### config.mk
export PLATFORM = sky130hd
export DESIGN_NAME = region_guard
export DESIGN_NICKNAME = d
export VERILOG_FILES = /design/src/rtl/region_guard_pkg.sv /design/src/rtl/region_guard_bank.sv /design/src/rtl/region_guard_match.sv /design/src/rtl/region_guard_pick.sv /design/src/rtl/region_guard.sv
export SDC_FILE = /design/constraint.sdc
export NUM_CORES = 2
export LEC_CHECK = 0
export ABC_AREA = 1
export BUFFER_PORTS_ARGS = -buffer_cell sky130_fd_sc_hd__clkbuf_2
export CAP_MARGIN = 5
export CELL_PAD_IN_SITES_DETAIL_PLACEMENT = 2
export CELL_PAD_IN_SITES_GLOBAL_PLACEMENT = 2
export CORE_AREA = 2 2 520 522
export DETAILED_ROUTE_END_ITERATION = 8
export DIE_AREA = 0 0 522 524
export PLACE_DENSITY_LB_ADDON = 0.08
export SLEW_MARGIN = 25
export SYNTH_ARGS = -nofsm -noshare
export SYNTH_HDL_FRONTEND = slang
export SYNTH_HIERARCHICAL = 1
export SYNTH_SLANG_ARGS = --single-unit
### constraint.sdc
create_clock -name clk -period 2.8 [get_ports clk]
set_clock_uncertainty 0.2 [all_clocks]
set_input_delay 0.14 -clock clk [delete_from_list [all_inputs] [get_ports clk]]
set_output_delay 0.14 -clock clk [all_outputs]
set_load 0.05 [all_outputs]
### src/rtl/region_guard_pkg.sv
// Package: shared widths and the stored rule layout for the region guard.
// Assumes: the field order below matches the software word layout, so a
// rule is the concatenation {window word, ID word, attribute word}.
package region_guard_pkg;
    localparam int BLK_W  = 12;   // width of a 1 MiB block index
    localparam int ID_W   = 12;   // width of a transaction ID
    localparam int NPORT  = 10;   // ports covered by masks and defaults
    localparam int ATTR_W = 4 + NPORT;
    localparam int WIN_W  = 2 * BLK_W;
    localparam int IDS_W  = 2 * ID_W;

    typedef struct packed {
        logic [BLK_W-1:0] last_blk;
        logic [BLK_W-1:0] first_blk;
        logic [ID_W-1:0]  id_hi;
        logic [ID_W-1:0]  id_lo;
        logic             deny;
        logic [NPORT-1:0] ports;
        logic             live;
        logic             nsec_en;
        logic             sec_en;
    } rule_t;
endpackage

### src/rtl/region_guard_bank.sv
// Module: rule table plus staging words, updated by commit and fetch strobes.
// Assumes: rule numbers at or above NUM_RULES are ignored; when commit and
// fetch arrive together, only the commit acts.
module region_guard_bank
    import region_guard_pkg::*;
#(
    parameter int NUM_RULES = 20,
    parameter int SEL_W     = 5
) (
    input  logic             clk,
    input  logic             rst_n,
    input  logic             ctl_wr_i,
    input  logic [SEL_W-1:0] sel_i,
    input  logic             commit_i,
    input  logic             fetch_i,
    input  logic             win_wr_i,
    input  logic [WIN_W-1:0] win_i,
    input  logic             ids_wr_i,
    input  logic [IDS_W-1:0] ids_i,
    input  logic             attr_wr_i,
    input  logic [ATTR_W-1:0] attr_i,
    output rule_t            stage_o,
    output rule_t            rules_o [NUM_RULES]
);
    rule_t stage_q;
    rule_t fetched;
    logic  sel_ok;

    assign sel_ok  = (32'(sel_i) < NUM_RULES);
    assign stage_o = stage_q;

    // Selects the addressed rule for a fetch.
    always_comb begin
        fetched = '0;
        for (int i = 0; i < NUM_RULES; i++)
            if (32'(sel_i) == i) fetched = rules_o[i];
    end

    // One storage slot per rule, loaded only by a commit naming it.
    for (genvar g = 0; g < NUM_RULES; g++) begin : g_slot
        always_ff @(posedge clk) begin
            if (!rst_n)
                rules_o[g] <= '0;
            else if (ctl_wr_i && commit_i && 32'(sel_i) == g)
                rules_o[g] <= stage_q;
        end
    end

    // Staging words: a fetch overrides any word writes in the same cycle.
    always_ff @(posedge clk) begin
        if (!rst_n)
            stage_q <= '0;
        else if (ctl_wr_i && fetch_i && !commit_i && sel_ok)
            stage_q <= fetched;
        else begin
            if (win_wr_i)  {stage_q.last_blk, stage_q.first_blk} <= win_i;
            if (ids_wr_i)  {stage_q.id_hi, stage_q.id_lo} <= ids_i;
            if (attr_wr_i) {stage_q.deny, stage_q.ports, stage_q.live,
                            stage_q.nsec_en, stage_q.sec_en} <= attr_i;
        end
    end

    // an out-of-range control write with no word writes keeps staging
    a_r4_bad_sel_keeps_stage: assert property (@(posedge clk) disable iff (!rst_n)
        (ctl_wr_i && !sel_ok && !win_wr_i && !ids_wr_i && !attr_wr_i)
        |=> $stable(stage_q));

    // a valid fetch shows the stored rule in staging on the next cycle
    a_r3_fetch_loads: assert property (@(posedge clk) disable iff (!rst_n)
        (ctl_wr_i && fetch_i && !commit_i && sel_ok) |=> (stage_q == $past(fetched)));

    // commit with fetch leaves staging untouched
    a_r3_commit_wins: assert property (@(posedge clk) disable iff (!rst_n)
        (ctl_wr_i && fetch_i && commit_i && !win_wr_i && !ids_wr_i && !attr_wr_i)
        |=> $stable(stage_q));
endmodule

### src/rtl/region_guard_match.sv
// Module: decides whether one rule covers a transaction.
// Assumes: port numbers at or above NPORT never match.
module region_guard_match
    import region_guard_pkg::*;
#(
    parameter int PORT_W = 4
) (
    input  rule_t             rule_i,
    input  logic [BLK_W-1:0]  blk_i,
    input  logic [ID_W-1:0]   id_i,
    input  logic [PORT_W-1:0] port_i,
    input  logic              secure_i,
    output logic              hit_o
);
    logic [NPORT-1:0] shifted;
    logic in_win, in_ids, port_ok, sec_ok;

    // Combines the window, ID, port and security tests of one rule.
    always_comb begin
        shifted = rule_i.ports >> port_i;
        in_win  = (blk_i >= rule_i.first_blk) && (blk_i <= rule_i.last_blk);
        in_ids  = (id_i >= rule_i.id_lo) && (id_i <= rule_i.id_hi);
        port_ok = (32'(port_i) < NPORT) && shifted[0];
        sec_ok  = secure_i ? rule_i.sec_en : rule_i.nsec_en;
        hit_o   = rule_i.live && in_win && in_ids && port_ok && sec_ok;
    end
endmodule

### src/rtl/region_guard_pick.sv
// Module: picks the lowest-numbered matching rule and reports its result.
// Assumes: deny_i[i] belongs to the rule behind hits_i[i].
module region_guard_pick #(
    parameter int NUM_RULES = 20,
    parameter int SEL_W     = 5
) (
    input  logic                 clk,
    input  logic                 rst_n,
    input  logic [NUM_RULES-1:0] hits_i,
    input  logic [NUM_RULES-1:0] deny_i,
    output logic                 any_o,
    output logic [SEL_W-1:0]     idx_o,
    output logic                 deny_o
);
    // Scans from the top so the lowest matching index is kept last.
    always_comb begin
        any_o  = 1'b0;
        idx_o  = '0;
        deny_o = 1'b0;
        for (int i = NUM_RULES - 1; i >= 0; i--) begin
            if (hits_i[i]) begin
                any_o  = 1'b1;
                idx_o  = SEL_W'(i);
                deny_o = deny_i[i];
            end
        end
    end

    // the chosen rule really matched
    a_r8_pick_hits: assert property (@(posedge clk) disable iff (!rst_n)
        any_o |-> hits_i[idx_o]);

    // no rule below the chosen one matched
    a_r8_none_lower: assert property (@(posedge clk) disable iff (!rst_n)
        any_o |-> ((hits_i & ((NUM_RULES'(1) << idx_o) - NUM_RULES'(1))) == '0));

    // no verdict from the table when nothing matched
    a_r9_no_hit_empty: assert property (@(posedge clk) disable iff (!rst_n)
        !any_o |-> (hits_i == '0));
endmodule

### src/rtl/region_guard.sv
// Module: top of the rule-based access filter in front of a memory controller.
// Assumes: the verdict is combinational in the transaction inputs; rule and
// default updates take effect the cycle after their write.
module region_guard
    import region_guard_pkg::*;
#(
    parameter int NUM_RULES = 20,
    parameter int ADDR_W    = 32,
    parameter int PORT_W    = 4
) (
    input  logic              clk,
    input  logic              rst_n,
    input  logic              ctl_wr_i,
    input  logic [6:0]        ctl_i,
    input  logic              win_wr_i,
    input  logic [23:0]       win_i,
    input  logic              ids_wr_i,
    input  logic [23:0]       ids_i,
    input  logic              attr_wr_i,
    input  logic [13:0]       attr_i,
    output logic [23:0]       win_o,
    output logic [23:0]       ids_o,
    output logic [13:0]       attr_o,
    input  logic              dflt_wr_i,
    input  logic [9:0]        dflt_i,
    output logic [9:0]        dflt_o,
    input  logic [ADDR_W-1:0] txn_addr_i,
    input  logic [11:0]       txn_id_i,
    input  logic [PORT_W-1:0] txn_port_i,
    input  logic              txn_secure_i,
    output logic              reject_o
);
    localparam int SEL_W = 5;
    localparam int BLK_LSB = ADDR_W - BLK_W;

    rule_t                 stage;
    rule_t                 rules [NUM_RULES];
    logic [NUM_RULES-1:0]  hits, denies;
    logic                  any_hit, pick_deny;
    logic [SEL_W-1:0]      pick_idx;
    logic [NPORT-1:0]      dflt_q, dflt_sh;
    logic [BLK_W-1:0]      blk;

    assign blk = txn_addr_i[ADDR_W-1:BLK_LSB];

    region_guard_bank #(.NUM_RULES(NUM_RULES), .SEL_W(SEL_W)) u_bank (
        .clk(clk), .rst_n(rst_n),
        .ctl_wr_i(ctl_wr_i), .sel_i(ctl_i[4:0]),
        .commit_i(ctl_i[5]), .fetch_i(ctl_i[6]),
        .win_wr_i(win_wr_i), .win_i(win_i),
        .ids_wr_i(ids_wr_i), .ids_i(ids_i),
        .attr_wr_i(attr_wr_i), .attr_i(attr_i),
        .stage_o(stage), .rules_o(rules)
    );

    for (genvar g = 0; g < NUM_RULES; g++) begin : g_rule
        region_guard_match #(.PORT_W(PORT_W)) u_match (
            .rule_i(rules[g]), .blk_i(blk), .id_i(txn_id_i),
            .port_i(txn_port_i), .secure_i(txn_secure_i), .hit_o(hits[g])
        );
        assign denies[g] = rules[g].deny;
    end

    region_guard_pick #(.NUM_RULES(NUM_RULES), .SEL_W(SEL_W)) u_pick (
        .clk(clk), .rst_n(rst_n), .hits_i(hits), .deny_i(denies),
        .any_o(any_hit), .idx_o(pick_idx), .deny_o(pick_deny)
    );

    // Default register: one reject bit per port for unmatched traffic.
    always_ff @(posedge clk) begin
        if (!rst_n)         dflt_q <= '0;
        else if (dflt_wr_i) dflt_q <= dflt_i;
    end

    // Verdict: bad port rejects, else the picked rule, else the port default.
    always_comb begin
        dflt_sh = dflt_q >> txn_port_i;
        if (32'(txn_port_i) >= NPORT) reject_o = 1'b1;
        else if (any_hit)             reject_o = pick_deny;
        else                          reject_o = dflt_sh[0];
    end

    assign win_o  = {stage.last_blk, stage.first_blk};
    assign ids_o  = {stage.id_hi, stage.id_lo};
    assign attr_o = {stage.deny, stage.ports, stage.live, stage.nsec_en, stage.sec_en};
    assign dflt_o = dflt_q;

    // ports beyond the table are always rejected
    a_r10_bad_port: assert property (@(posedge clk) disable iff (!rst_n)
        (32'(txn_port_i) >= NPORT) |-> reject_o);

    // the default register holds between writes
    a_r11_dflt_hold: assert property (@(posedge clk) disable iff (!rst_n)
        !dflt_wr_i |=> $stable(dflt_o));

    // an unmatched in-range port follows its default bit
    a_r9_default_used: assert property (@(posedge clk) disable iff (!rst_n)
        (!any_hit && 32'(txn_port_i) < NPORT) |-> (reject_o == dflt_sh[0]));
endmodule

==> flow_summary.ini <==
[floorplanning]
die_width_um = 522
design.die.area_mm2 = 0.274
fp.dieH_um = 524
initial_core_util_pct = 31.8
core_mm2 = 0.267
rows = 190
pin_count = 208

[timing]
period_minus_slack_ns = 4.80
finalSetupViolations = 14
maxSlewHeadroom_pct = 31.8
max_freq_mhz = 208
hold_viol = 0
finalCritPeriodShare_pct = 171
setup_slack_ns = -2.00
tns_ns = -2.68
tightest_slew_ns = 1.01
rsz0062_at_grt = yes
slew_viol_final = 0

[finish]
syn2layout_area_growth_pct = 33.1
most-common-layout-cells = 2,416 x nand2_1, 1,890 x inv_1, 1,817 x nor2_1
nFillCells = 31700
final_cell_area_mm2 = 0.113
layout_commonest_cell = nand2_1
nets = 15900
fin_cells = 18500
finalCoreUtilization_pct = 42.4
drive_gt1_share_pct = 20.1

[pwr]
p_per_area_mw_per_mm2 = 448
pwr-share-seq_pct = 37.4
p_sw_share_pct = 30.5
leakage_nw = 50.8
combPwrFrac_pct = 15.9
internal_power_w = 0.0353
switchingPower_w = 0.0155
irDropWorstVdd_mv = 0.427
power_frac_clock_pct = 46.7

[run]
max_cap_violations = 0

[clocking]
htreeDepth = 4
cts-root-buf = clkbuf_16
worst_setup_hold_path_clk_slew_ns = 0.06
clock_latency_ns = 0.89
cts_tree = built
cts-buffers-inserted = 177
clockBufferDepth = 4
cts.sinks = 1312

[route]
first_pass_iters = 5
detail-route-antenna-nets = 0
drt-total-wl_mm = 484
via_per_inst = 5.31
drtIter0Drc = 5285
vias = 98000
drc = 0
drt-wirelength-per-cell_um = 26.2

[synth]
synth.net_count = 14400
syn-instance-count = 13300
synth_area_mm2 = 0.0851
yosys_warnings = 6
synth.avg_cell_area_um2 = 6.41

[status]
status = finished with violations
violations = setup timing

[place]
io_buffer_count = 187
numPlacedInstances = 17900
placed_area_mm2 = 0.103
place.gp.congestion = 0.926
dpl_worst_slack_ns = -1.85
place_hpwl_mm = 357

[global_route]
antenna_found_initial = 31
grt_pass1_wl_mm = 707
grt_pass1_vias = 109000
grt_usage_pct = 34.3
grt_start_max_net_pins = 145
grt-ovfl-total = 0

[setup_path]
crit_top_cell = nand2_2
slowest_stage = dfxtp_2
crit_required_ns = 2.46
setup.worst_path.end_class = primary output
reg2reg_from = u_bank/rules_o[1218]$_SDFFE_PN0P_
cp-startpoint = u_bank/rules_o[142]$_SDFFE_PN0P_
cpPeakStageDelay_ns = 0.34
crit_type = register to primary output
cp-start-kind = register
crit_arrival_ns = 4.46
crit_path_max_fanout = 3

[min_path]
holdCritPathClass = primary input to register
min-delay-start = ctl_i[1]
==> layer usage <==
layer,track usage [%],vias to the layer above,part of all wire [%],routed length [um]
li1,-,45200,-,-
met1,42.1,49800,43,207000
met2,58.9,2086,47,228000
met3,4.14,905,4.1,20000
met4,17.7,14,5.9,28500
met5,0,-,0.020,98
==> power groups by stage <==
stage | clock (W) | sequential (W) | combinational, W
2_1_floorplan | 0 | 0.0197 | 0.00308
3_3_place_gp | 0 | 0.0194 | 0.00705
3_5_place_dp | 0 | 0.0194 | 0.00742
4_1_cts | 0.0241 | 0.0190 | 0.00786
5_1_grt | 0.0248 | 0.0190 | 0.00862
6_report | 0.0237 | 0.0190 | 0.00808
==> registers in the layout (all words and copies together) (netlist names) <==
signal          count
u_bank/rules_o   1240
u_bank/stage_o     62
dflt_o             10
==> final timing paths <==
check	depth (start not counted)	slack, ns	endpoint
setup / recovery	30	-2.00	reject_o
hold reg to reg	2	0.27	u_bank/rules_o[582]$_SDFFE_PN0P_
hold / removal	9	0.07	u_bank/rules_o[1032]$_SDFFE_PN0P_
setup reg to reg	15	-0.17	u_bank/stage_o[40]$_SDFFE_PN0P_
==> metrics by stage <==
stage	total power, W	hold slack, ns
final	0.0508	0.0701
after global routing	0.0525	0.0710
after CTS	0.0510	0.00768
after detailed placement	0.0268	0.187
after global placement	0.0264	0.174
after floorplan	0.0227	0.0749
==> cell type report <==
| cell class | instances | area [um2] | area share (%) |
|---|---|---|---|
| flip-flops and latches | 1312 | 26400 | 23.3 |
| clock buffers | 277 | 5380 | 4.74 |
| clock inverters | 34 | 385 | 0.340 |
| repair buffers | 2054 | 17900 | 15.8 |
| diodes | 8 | 20.0 | 0.0177 |
| multi-input cells | 9161 | 51000 | 45.0 |
| well taps | 3552 | 4440 | 3.92 |
| inverters | 2077 | 7820 | 6.90 |
==> worst max-delay path, delay by kind of cell (launching register included) <==
family	cells	cell delay, ns
AO/OA/AOI/OAI	1	0.17
buffers and inverters	3	0.30
AND/OR/NAND/NOR	25	2.43
adder cells (fa/ha/maj)	1	0.30
flip-flops	1	0.34
==> timing repair <==
item / 4_1_cts / 5_1_grt
hold buffers: 200 / 0
endpoints found under the hold margin: 963 / 0
gates resized for setup: 479 / 313
endpoints found under the setup margin: 50 / 53
pin swaps: 238 / 293
cloned: 0 / 1
setup buffers: 16 / 21
No activity file was read; power rests on OpenSTA's default activity.
